### config.mk
export PLATFORM = sky130hd
export DESIGN_NAME = uart_brk_rx
export DESIGN_NICKNAME = d
export VERILOG_FILES = /design/src/rtl/uart_brk_rx_pkg.sv /design/src/rtl/uart_brk_rx_sync.sv /design/src/rtl/uart_brk_rx_parchk.sv /design/src/rtl/uart_brk_rx.sv
export SDC_FILE = /design/constraint.sdc
export NUM_CORES = 1
export LEC_CHECK = 0
export BUFFER_PORTS_ARGS = -buffer_cell sky130_fd_sc_hd__buf_2
export CELL_PAD_IN_SITES_DETAIL_PLACEMENT = 0
export CELL_PAD_IN_SITES_GLOBAL_PLACEMENT = 1
export CORE_ASPECT_RATIO = 0.8
export CORE_UTILIZATION = 40
export CTS_BUF_LIST = sky130_fd_sc_hd__clkbuf_16
export DETAILED_ROUTE_END_ITERATION = 10
export PLACE_DENSITY = 0.81
export SLEW_MARGIN = 20
export SYNTH_ARGS = -nofsm -noshare
export SYNTH_HDL_FRONTEND = slang
export SYNTH_SLANG_ARGS = --single-unit
### constraint.sdc
create_clock -name clk -period 4.3 [get_ports clk]
set_input_delay 0.645 -clock clk [delete_from_list [all_inputs] [get_ports clk]]
set_output_delay 0.645 -clock clk [all_outputs]
set_load 0.01 [all_outputs]
### src/rtl/uart_brk_rx_pkg.sv
`timescale 1ns/1ps
package uart_brk_rx_pkg;

    typedef enum logic [2:0] {
        ST_IDLE  = 3'd0,
        ST_START = 3'd1,
        ST_DATA  = 3'd2,
        ST_PAR   = 3'd3,
        ST_STOP  = 3'd4,
        ST_BRK   = 3'd5
    } rx_state_e;

    typedef enum logic [2:0] {
        PM_NONE   = 3'd0,
        PM_EVEN   = 3'd1,
        PM_ODD    = 3'd2,
        PM_FORCE0 = 3'd3,
        PM_FORCE1 = 3'd4,
        PM_WAKE   = 3'd5
    } par_mode_e;

    // True when a bit position follows the data bits.
    function automatic logic par_slot(input logic [2:0] mode);
        return (mode >= PM_EVEN) && (mode <= PM_WAKE);
    endfunction

endpackage

### src/rtl/uart_brk_rx_sync.sv
`timescale 1ns/1ps
module uart_brk_rx_sync #(
    parameter int   STAGES = 2,
    parameter logic IDLE_LVL = 1'b1
) (
    input  logic clk,
    input  logic rst_n,
    input  logic d,
    output logic q
);
    logic [STAGES-1:0] sr_q;

    always_ff @(posedge clk or negedge rst_n) begin
        if (!rst_n) begin
            sr_q <= {STAGES{IDLE_LVL}};
        end else begin
            sr_q <= {sr_q[STAGES-2:0], d};
        end
    end

    assign q = sr_q[STAGES-1];
endmodule

### src/rtl/uart_brk_rx_parchk.sv
`timescale 1ns/1ps
module uart_brk_rx_parchk
    import uart_brk_rx_pkg::*;
#(
    parameter int DW   = 8,
    parameter int NB_W = 4
) (
    input  logic [DW-1:0]   data,
    input  logic [NB_W-1:0] nbits,
    input  logic [2:0]      mode,
    input  logic            pbit,
    output logic            flag
);
    logic [DW-1:0] mask;
    logic          odd_ones;

    // Mask off bit positions above the programmed length.
    always_comb begin
        for (int i = 0; i < DW; i++) begin
            mask[i] = (i < int'(nbits));
        end
    end

    assign odd_ones = ^(data & mask);

    always_comb begin
        unique case (mode)
            PM_EVEN:   flag = (pbit != odd_ones);
            PM_ODD:    flag = (pbit == odd_ones);
            PM_FORCE0: flag = pbit;
            PM_FORCE1: flag = !pbit;
            PM_WAKE:   flag = pbit;
            default:   flag = 1'b0;
        endcase
    end
endmodule

### src/rtl/uart_brk_rx.sv
`timescale 1ns/1ps
module uart_brk_rx
    import uart_brk_rx_pkg::*;
#(
    parameter int OSR         = 16,
    parameter int DW          = 8,
    parameter int LEN_W       = 2,
    parameter int SYNC_STAGES = 2
) (
    input  logic             clk,
    input  logic             rst_n,
    input  logic             tick16,
    input  logic             rxd,
    input  logic [LEN_W-1:0] cfg_len,
    input  logic [2:0]       cfg_par,
    output logic             rx_valid,
    output logic [DW-1:0]    rx_data,
    output logic             rx_ferr,
    output logic             rx_perr,
    output logic             rx_brk,
    output logic             brk_chg
);
    localparam int CNT_W    = $clog2(OSR);
    localparam int HALF     = OSR / 2;
    localparam int IDX_W    = $clog2(DW);
    localparam int NB_W     = $clog2(DW + 1);
    localparam int MIN_BITS = DW - (1 << LEN_W) + 1;

    rx_state_e         state_q, state_d;
    logic [CNT_W-1:0]  cnt_q;
    logic [IDX_W-1:0]  idx_q;
    logic [DW-1:0]     shreg_q;
    logic              pbit_q;
    logic              rx_s;
    logic [NB_W-1:0]   nbits;
    logic              at_mid, at_full, last_bit, has_slot;
    logic              all_zero, is_break, par_flag;

    uart_brk_rx_sync #(
        .STAGES  (SYNC_STAGES),
        .IDLE_LVL(1'b1)
    ) u_sync (
        .clk  (clk),
        .rst_n(rst_n),
        .d    (rxd),
        .q    (rx_s)
    );

    uart_brk_rx_parchk #(
        .DW  (DW),
        .NB_W(NB_W)
    ) u_par (
        .data (shreg_q),
        .nbits(nbits),
        .mode (cfg_par),
        .pbit (pbit_q),
        .flag (par_flag)
    );

    assign nbits    = NB_W'(cfg_len) + NB_W'(MIN_BITS);
    assign at_mid   = tick16 && (cnt_q == CNT_W'(HALF - 1));
    assign at_full  = tick16 && (cnt_q == CNT_W'(OSR - 1));
    assign last_bit = (NB_W'(idx_q) == nbits - NB_W'(1));
    assign has_slot = par_slot(cfg_par);
    assign all_zero = (shreg_q == '0) && !pbit_q;
    assign is_break = (state_q == ST_STOP) && at_full && !rx_s && all_zero;

    // Next-state logic.
    always_comb begin
        state_d = state_q;
        unique case (state_q)
            ST_IDLE:  if (tick16 && !rx_s) state_d = ST_START;
            ST_START: if (at_mid) state_d = rx_s ? ST_IDLE : ST_DATA;
            ST_DATA:  if (at_full && last_bit) state_d = has_slot ? ST_PAR : ST_STOP;
            ST_PAR:   if (at_full) state_d = ST_STOP;
            ST_STOP:  if (at_full) state_d = is_break ? ST_BRK : ST_IDLE;
            ST_BRK:   if (at_mid && rx_s) state_d = ST_IDLE;
            default:  state_d = ST_IDLE;
        endcase
    end

    // State register and receive datapath.
    always_ff @(posedge clk or negedge rst_n) begin
        if (!rst_n) begin
            state_q <= ST_IDLE;
            cnt_q   <= '0;
            idx_q   <= '0;
            shreg_q <= '0;
            pbit_q  <= 1'b0;
        end else begin
            state_q <= state_d;
            if (state_d != state_q || state_q == ST_IDLE) begin
                cnt_q <= '0;
            end else if (tick16) begin
                if (state_q == ST_BRK) begin
                    cnt_q <= rx_s ? cnt_q + CNT_W'(1) : '0;
                end else begin
                    cnt_q <= (cnt_q == CNT_W'(OSR - 1)) ? '0 : cnt_q + CNT_W'(1);
                end
            end
            if (state_q == ST_START && state_d == ST_DATA) begin
                shreg_q <= '0;
                idx_q   <= '0;
                pbit_q  <= 1'b0;
            end else if (state_q == ST_DATA && at_full) begin
                shreg_q[idx_q] <= rx_s;
                idx_q          <= idx_q + IDX_W'(1);
            end else if (state_q == ST_PAR && at_full) begin
                pbit_q <= rx_s;
            end
        end
    end

    // Output register.
    always_ff @(posedge clk or negedge rst_n) begin
        if (!rst_n) begin
            rx_valid <= 1'b0;
            rx_data  <= '0;
            rx_ferr  <= 1'b0;
            rx_perr  <= 1'b0;
            rx_brk   <= 1'b0;
            brk_chg  <= 1'b0;
        end else begin
            rx_valid <= 1'b0;
            rx_data  <= '0;
            rx_ferr  <= 1'b0;
            rx_perr  <= 1'b0;
            rx_brk   <= 1'b0;
            brk_chg  <= 1'b0;
            if (state_q == ST_STOP && at_full) begin
                rx_valid <= 1'b1;
                if (is_break) begin
                    rx_brk  <= 1'b1;
                    brk_chg <= 1'b1;
                end else begin
                    rx_data <= shreg_q;
                    rx_ferr <= !rx_s;
                    rx_perr <= par_flag;
                end
            end else if (state_q == ST_BRK && state_d == ST_IDLE) begin
                brk_chg <= 1'b1;
            end
        end
    end
endmodule

# After elaboration in Yosys (flattened, before gate mapping)
# Index checks and enable logic that the tools add are counted.
# totals
ff_bits	34
wordCells	111
# op_classes
add_sub_neg	4
magnitude_cmp	12
n_eq_ne	18
mux	37
bitwise	1
n_reduce_logical	27
# ops
op	n
8-bit two-way mux	4
3-bit two-way mux	10
4-bit two-way mux	5
3-bit one-hot mux with 6 select lines	1
3-bit by 4-bit < comparator with 1-bit output (first input constant)	4
3-bit by 2-bit equality test with 1-bit output (second input constant)	5
1-bit logical AND	15
1-bit two-way mux	13
3-bit equality test (second input constant)	4
8-bit AND	1
8-bit bitwise mux	1
8-bit zero test	1
1-bit by 4-bit < comparator with 1-bit output (first input constant)	2
2-bit by 4-bit < comparator with 1-bit output (first input constant)	2
8-bit parity	1
3-bit by 1-bit equality test with 1-bit output (second input constant)	2
3-bit by 1-bit >= comparator with 1-bit output (second input constant)	2
3-bit zero test	2
2-bit nonzero test	3
2-bit by 3-bit adder with 4-bit output (second input constant)	1
4-bit by 1-bit adder with 4-bit output (second input constant)	1
3-bit by 4-bit equality test with 1-bit output	1
4-bit by 3-bit equality test with 1-bit output (second input constant)	1
4-bit equality test (second input constant)	1
15 further kinds	16

# Longest topological paths before layout
# logic_depth
depth_word	12
ltp_mapped	7

# By module
# Synthesis repeated with hierarchy kept, for this count alone.
# unflattened
hier_cells	198
area_unflattened_um2	1951.9
# modules_own_cells
mod	instances	cells_per_inst	area_each_um2	seq_area_each_um2
uart_brk_rx	1	166	1692.9	800.8
uart_brk_rx_parchk	1	30	206.4	0.0
uart_brk_rx_sync	1	2	52.6	52.6

# Least setup slack after synthesis
# No wires, ideal clock.
# synth_timing
path_kind	input port to flip-flop
startpoint	in cfg_len[1]
endpoint	reg rx_perr
setup_time_ps	120
arrival_ps	1860
required_time_ps	4180
path_slack_ps	2320
stages	5
cell_sequence	or4bb_1 > nand4_1 > or4_1 > a311o_1 > o211a_1
# synth_via
elab_chain_cells	8
word_cells_on_any_way	16
cone_classes	1 x add/sub; 8 x order compare; 2 x eq/ne; 3 x mux; 1 x bitwise; 1 x reduce/logical
# synth_rtl
element	line_no	source
start: declaration	uart_brk_rx.sv:14	input logic [LEN_W-1:0] cfg_len,
2-bit by 3-bit adder with 4-bit output (*)	uart_brk_rx.sv:60	assign nbits = NB_W'(cfg_len) + NB_W'(MIN_BITS);
1-bit by 4-bit < comparator with 1-bit output (tied with other cells)	uart_brk_rx_parchk.sv:20	mask[i] = (i < int'(nbits));
8-bit AND (*)	uart_brk_rx_parchk.sv:24	assign odd_ones = ^(data & mask);
8-bit parity (*)	uart_brk_rx_parchk.sv:24	
1-bit equality test / 1-bit != test (equally long branches)	uart_brk_rx_parchk.sv:29, uart_brk_rx_parchk.sv:28	
1-bit one-hot mux with 4 select lines (*)	uart_brk_rx_parchk.sv:27	unique case (mode)
1-bit two-way mux (*)	uart_brk_rx.sv:132	if (is_break) begin
1-bit two-way mux (*)	uart_brk_rx.sv:130	if (state_q == ST_STOP && at_full) begin
end signal: assignment	uart_brk_rx.sv:138	rx_perr <= par_flag;
end: declaration	uart_brk_rx.sv:19	output logic rx_perr,
# Every way passes the cells marked *; elsewhere a longest branch is shown, timed or not.
# A chain may end at the register's enable or synchronous reset.

# Worst setup path after layout
# layout_timing
startpoint	reg cnt_q[0]
endpoint	reg cnt_q[0]
# layout_via
elab_chain_cells	11
word_cells_on_any_way	25
cone_classes	1 x add/sub; 3 x eq/ne; 12 x mux; 9 x reduce/logical
# layout_rtl
element	line_no	source
start: declaration	uart_brk_rx.sv:30	logic [CNT_W-1:0] cnt_q;
start signal: assignment	uart_brk_rx.sv:96	cnt_q <= rx_s ? cnt_q + CNT_W'(1) : '0;
start signal: assignment	uart_brk_rx.sv:98	cnt_q <= (cnt_q == CNT_W'(OSR - 1)) ? '0 : cnt_q + CNT_W'(1);
4-bit equality test	uart_brk_rx.sv:62, uart_brk_rx.sv:98	
1-bit logical AND	uart_brk_rx.sv:62	assign at_full = tick16 && (cnt_q == CNT_W'(OSR - 1));
1-bit logical AND (3 in series)	uart_brk_rx.sv:66	assign is_break = (state_q == ST_STOP) && at_full && !rx_s && all_zero;
3-bit two-way mux (2 in series)	uart_brk_rx.sv:76	ST_STOP: if (at_full) state_d = is_break ? ST_BRK : ST_IDLE;
3-bit one-hot mux with 6 select lines	uart_brk_rx.sv:71	unique case (state_q)
3-bit != test	uart_brk_rx.sv:92	if (state_d != state_q || state_q == ST_IDLE) begin
1-bit logical OR	uart_brk_rx.sv:92	
4-bit two-way mux / 2-bit nonzero test (equally long branches)	n/a	
# Several ways; a longest one is shown, not always the timed one. The select of a mux whose other input is x is not followed.

==> results by group <==
Floorplanning
  • Starting Density: 0.4178
  • Total core area: 4597 um^2
  • Die ar.: 5084 um^2
  • Die height: 63.98 um
  • Site Rows: 22
  • I/O Pins: 22
  • Die width: 79.47 um

Synthesis
  • Ys flop type: dfrtp_1
  • Avg Inst Size Synth: 9.749 um^2
  • Synthesized area: 1921 um^2
  • Post-synth net total: 210
  • Async SR Flop Fraction: 1.000
  • Cells after Synth: 197
  • Ys Warns: 0
  • Seq cells post-synth: 34
  • Number of synthesized flops with an enable pin: 0
  • Post-synth cell types: 52
  • Sequential element share of the synthesized area: 0.4443

Clock network
  • Post-CTS Setup Bufs: 0
  • Root Driver: clkbuf_16
  • CTS tree: yes
  • Clk pin slew, worst setup/hold paths: 0.05 ns
  • Cts bufs inserted: 5
  • CTS Sinks: 34
  • Clock latency on the worst-skew pair: 0.28 ns
  • Clk buf depth: 2
  • Post-CTS Resized: 0
  • Htree depth: 2
  • Cts hold-fix bufs: 0

Timing
  • Tcrit/Tclk final: 0.5396
  • Slew headroom: 0.4786
  • FMAX: 0.4310 GHz
  • Setup repair after global routing missed its margin: false
  • Final setup TNS: 0 ns
  • Max-slew violations: 0
  • Tmin final: 2.320 ns
  • Measured slew at the worst slew-check pin: 0.7761 ns
  • Setup Skew: 0.006711 ns
  • Final Hold Vio Count: 0
  • # setup viols final: 0

Pwr
  • Comb pwr share: 0.130
  • Sw frac: 0.2556
  • Leak pwr: 0.001029 uW
  • Power Density: 406.1 nW/um^2
  • Maximum vdd drop: 196.4 uV
  • Sw power: 228.5 uW
  • Clock Power Share: 0.444
  • Register share of total power: 0.426
  • Int Pwr: 665.3 uW
  • Pwr Total: 893.8 uW

Global route
  • Total track usage: 0.1682
  • Vias in the first global route: 1296
  • Global routing's busiest layer: met1
  • M2 GR Usage: 0.2179
  • Met3 Resource Use GR: 0.04000
  • Initial antenna violation count: 0
  • First-pass GRT wire length: 6506 um
  • M1 GR Usage: 0.2572
  • Pin count of the biggest net entering global routing: 35
  • Total grt overflow: 0

Place
  • DP Area: 2038 um^2
  • Buffers on Ports: 21
  • GPL Wtd Cong: 0.7680
  • Dpl hpwl: 2639 um

Critical path
  • Crit-path max FO: 14
  • Setup crit end kind: register
  • Critical path data required time: 4.45 ns
  • CP Class: reg -> reg
  • CP startpoint kind: register
  • Critical path arrival: 2.47 ns

Drt
  • Drt wl/cell: 14.24 um
  • Drt total wl: 3872 um
  • Initial DRC Count: 96
  • Drt drc: 0
  • Vias: 1511
  • Final ANT Viol Nets: 0
  • Vias per std cell: 5.555
  • DR pass1 iterations: 4

Status
  • Status: completed

Layout
  • Area growth syn-to-layout: 14.59%
  • Commonest cells after routing, fill and taps aside: dfrtp_1, buf_2, nor2_1, inv_1, nand2_1
  • Multi-input logic area: 974.7 um^2
  • Layout cells sized above 1: 0.1840
  • # diodes: 0
  • Post-layout nets: 224
  • Sequential standard cell area: 853.3 um^2
  • Fillers: 420
  • Most common cell after layout, fill and taps aside: dfrtp_1
  • Fin area: 2201 um^2

Worst hold path
  • Hold Crit Class: reg -> reg

Run
  • MaxCap Viol Count: 0
## Yosys cell counts (2+ instances only)
library cell  instances  area (um^2)
clkbuf_1              8        30.03
nor3_1                8        40.04
a31oi_1               2        12.51
nand4_1               3        18.77
dfstp_2               2        52.55
nand3_1               6        30.03
inv_1                 8        30.03
xnor2_1               6        52.55
nor4b_2               2        30.03
nand2b_1              3        18.77
or4bb_1               2        22.52
a21oi_1               5        25.02
and3b_1               3        26.28
nor2b_1               4        25.02
or3_1                 3        18.77
dfrtp_1              32        800.8
o21ai_0               4        20.02
nand2_1              10        37.54
or2_2                 3        18.77
mux2i_1               8        80.08
nor2_1               20        75.07
ha_1                  4        50.05
xor2_1                2        17.52
nor4_1                6        37.54
and2_1                5        31.28
nand4b_1              5        43.79
a211oi_1              4        30.03
buf_2                 5        25.02
## per-layer routing
| metal | share of wire | wire length (um) |
|---|---|---|
| met5 | 0 | 0 |
| met1 | 0.54 | 2079 |
| met2 | 0.40 | 1537 |
| met3 | 0.050 | 194 |
| met4 | 0.016 | 61 |
## path summary, 6_finish.rpt
path | startpoint | end | slack [ns] | depth (start not counted)
max | cnt_q[0] | cnt_q[0] | 1.98 | 6
min | u_sync.sr_q[0] | u_sync.sr_q[1] | 0.35 | 0
min in group asynchronous | rst_n | shreg_q[2] | 0.44 | 1
max reg2reg | cnt_q[0] | cnt_q[0] | 1.98 | 6
max in group asynchronous | rst_n | shreg_q[4] | 3.38 | 1
min reg2reg | u_sync.sr_q[0] | u_sync.sr_q[1] | 0.35 | 0
## sequential cells by signal (all words and copies together), names as in the netlist
name,flops
pbit_q,1
rx_perr,1
cnt_q,4
idx_q,3
shreg_q,8
rx_ferr,1
rx_data,8
state_q,3
brk_chg,1
u_sync.sr_q,2
rx_brk,1
rx_valid,1
## layout make-up
type	instances	area share
Clock buffer	5	0.05685
Clock inverter	3	0.01706
Inverter	8	0.01364
Multi-Input combinational cell	141	0.4429
Sequential cell	34	0.3877
Tap cell	60	0.03411
Timing Repair Buffer	21	0.04775
## power by group through the flow
stage	Sequential (uW)	Combinational (uW)	Clock, uW
floorplan	360	108	0
global placement	386	115	0
detailed placement	385	116	0
CTS	380	116	404
global route	385	133	423
finish	380	117	397
## metrics by stage
step	cells	utilization	hold WS, ns	setup slack [ns]
after floorplan	197	-	0.3452	2.320
after global placement	264	0.4434	0.3464	1.841
after detailed placement	264	0.4434	0.3473	1.833
after CTS	272	0.4788	0.3549	1.987
after global routing	272	0.4788	0.3572	1.753
final	272	0.4788	0.3536	1.980
## logic make-up after synthesis
group,Yosys count,synth area share
buf+inv,22,0.04821
fa+ha+maj,4,0.02606
simple gates,91,0.2860
mux,9,0.04756
xor+xnor,8,0.03648
compound gates,29,0.1114
flops,34,0.4443
## critical path, cell delays in order, from the launching register on
cell and delay [ns]:
dfrtp_1 0.38, ha_1 0.26, nand4_2 0.30, or3_1 0.57
or3b_1 0.45, o2111ai_2 0.12, nor3_1 0.10
Note: power is estimated with default switching activity, not from simulation.
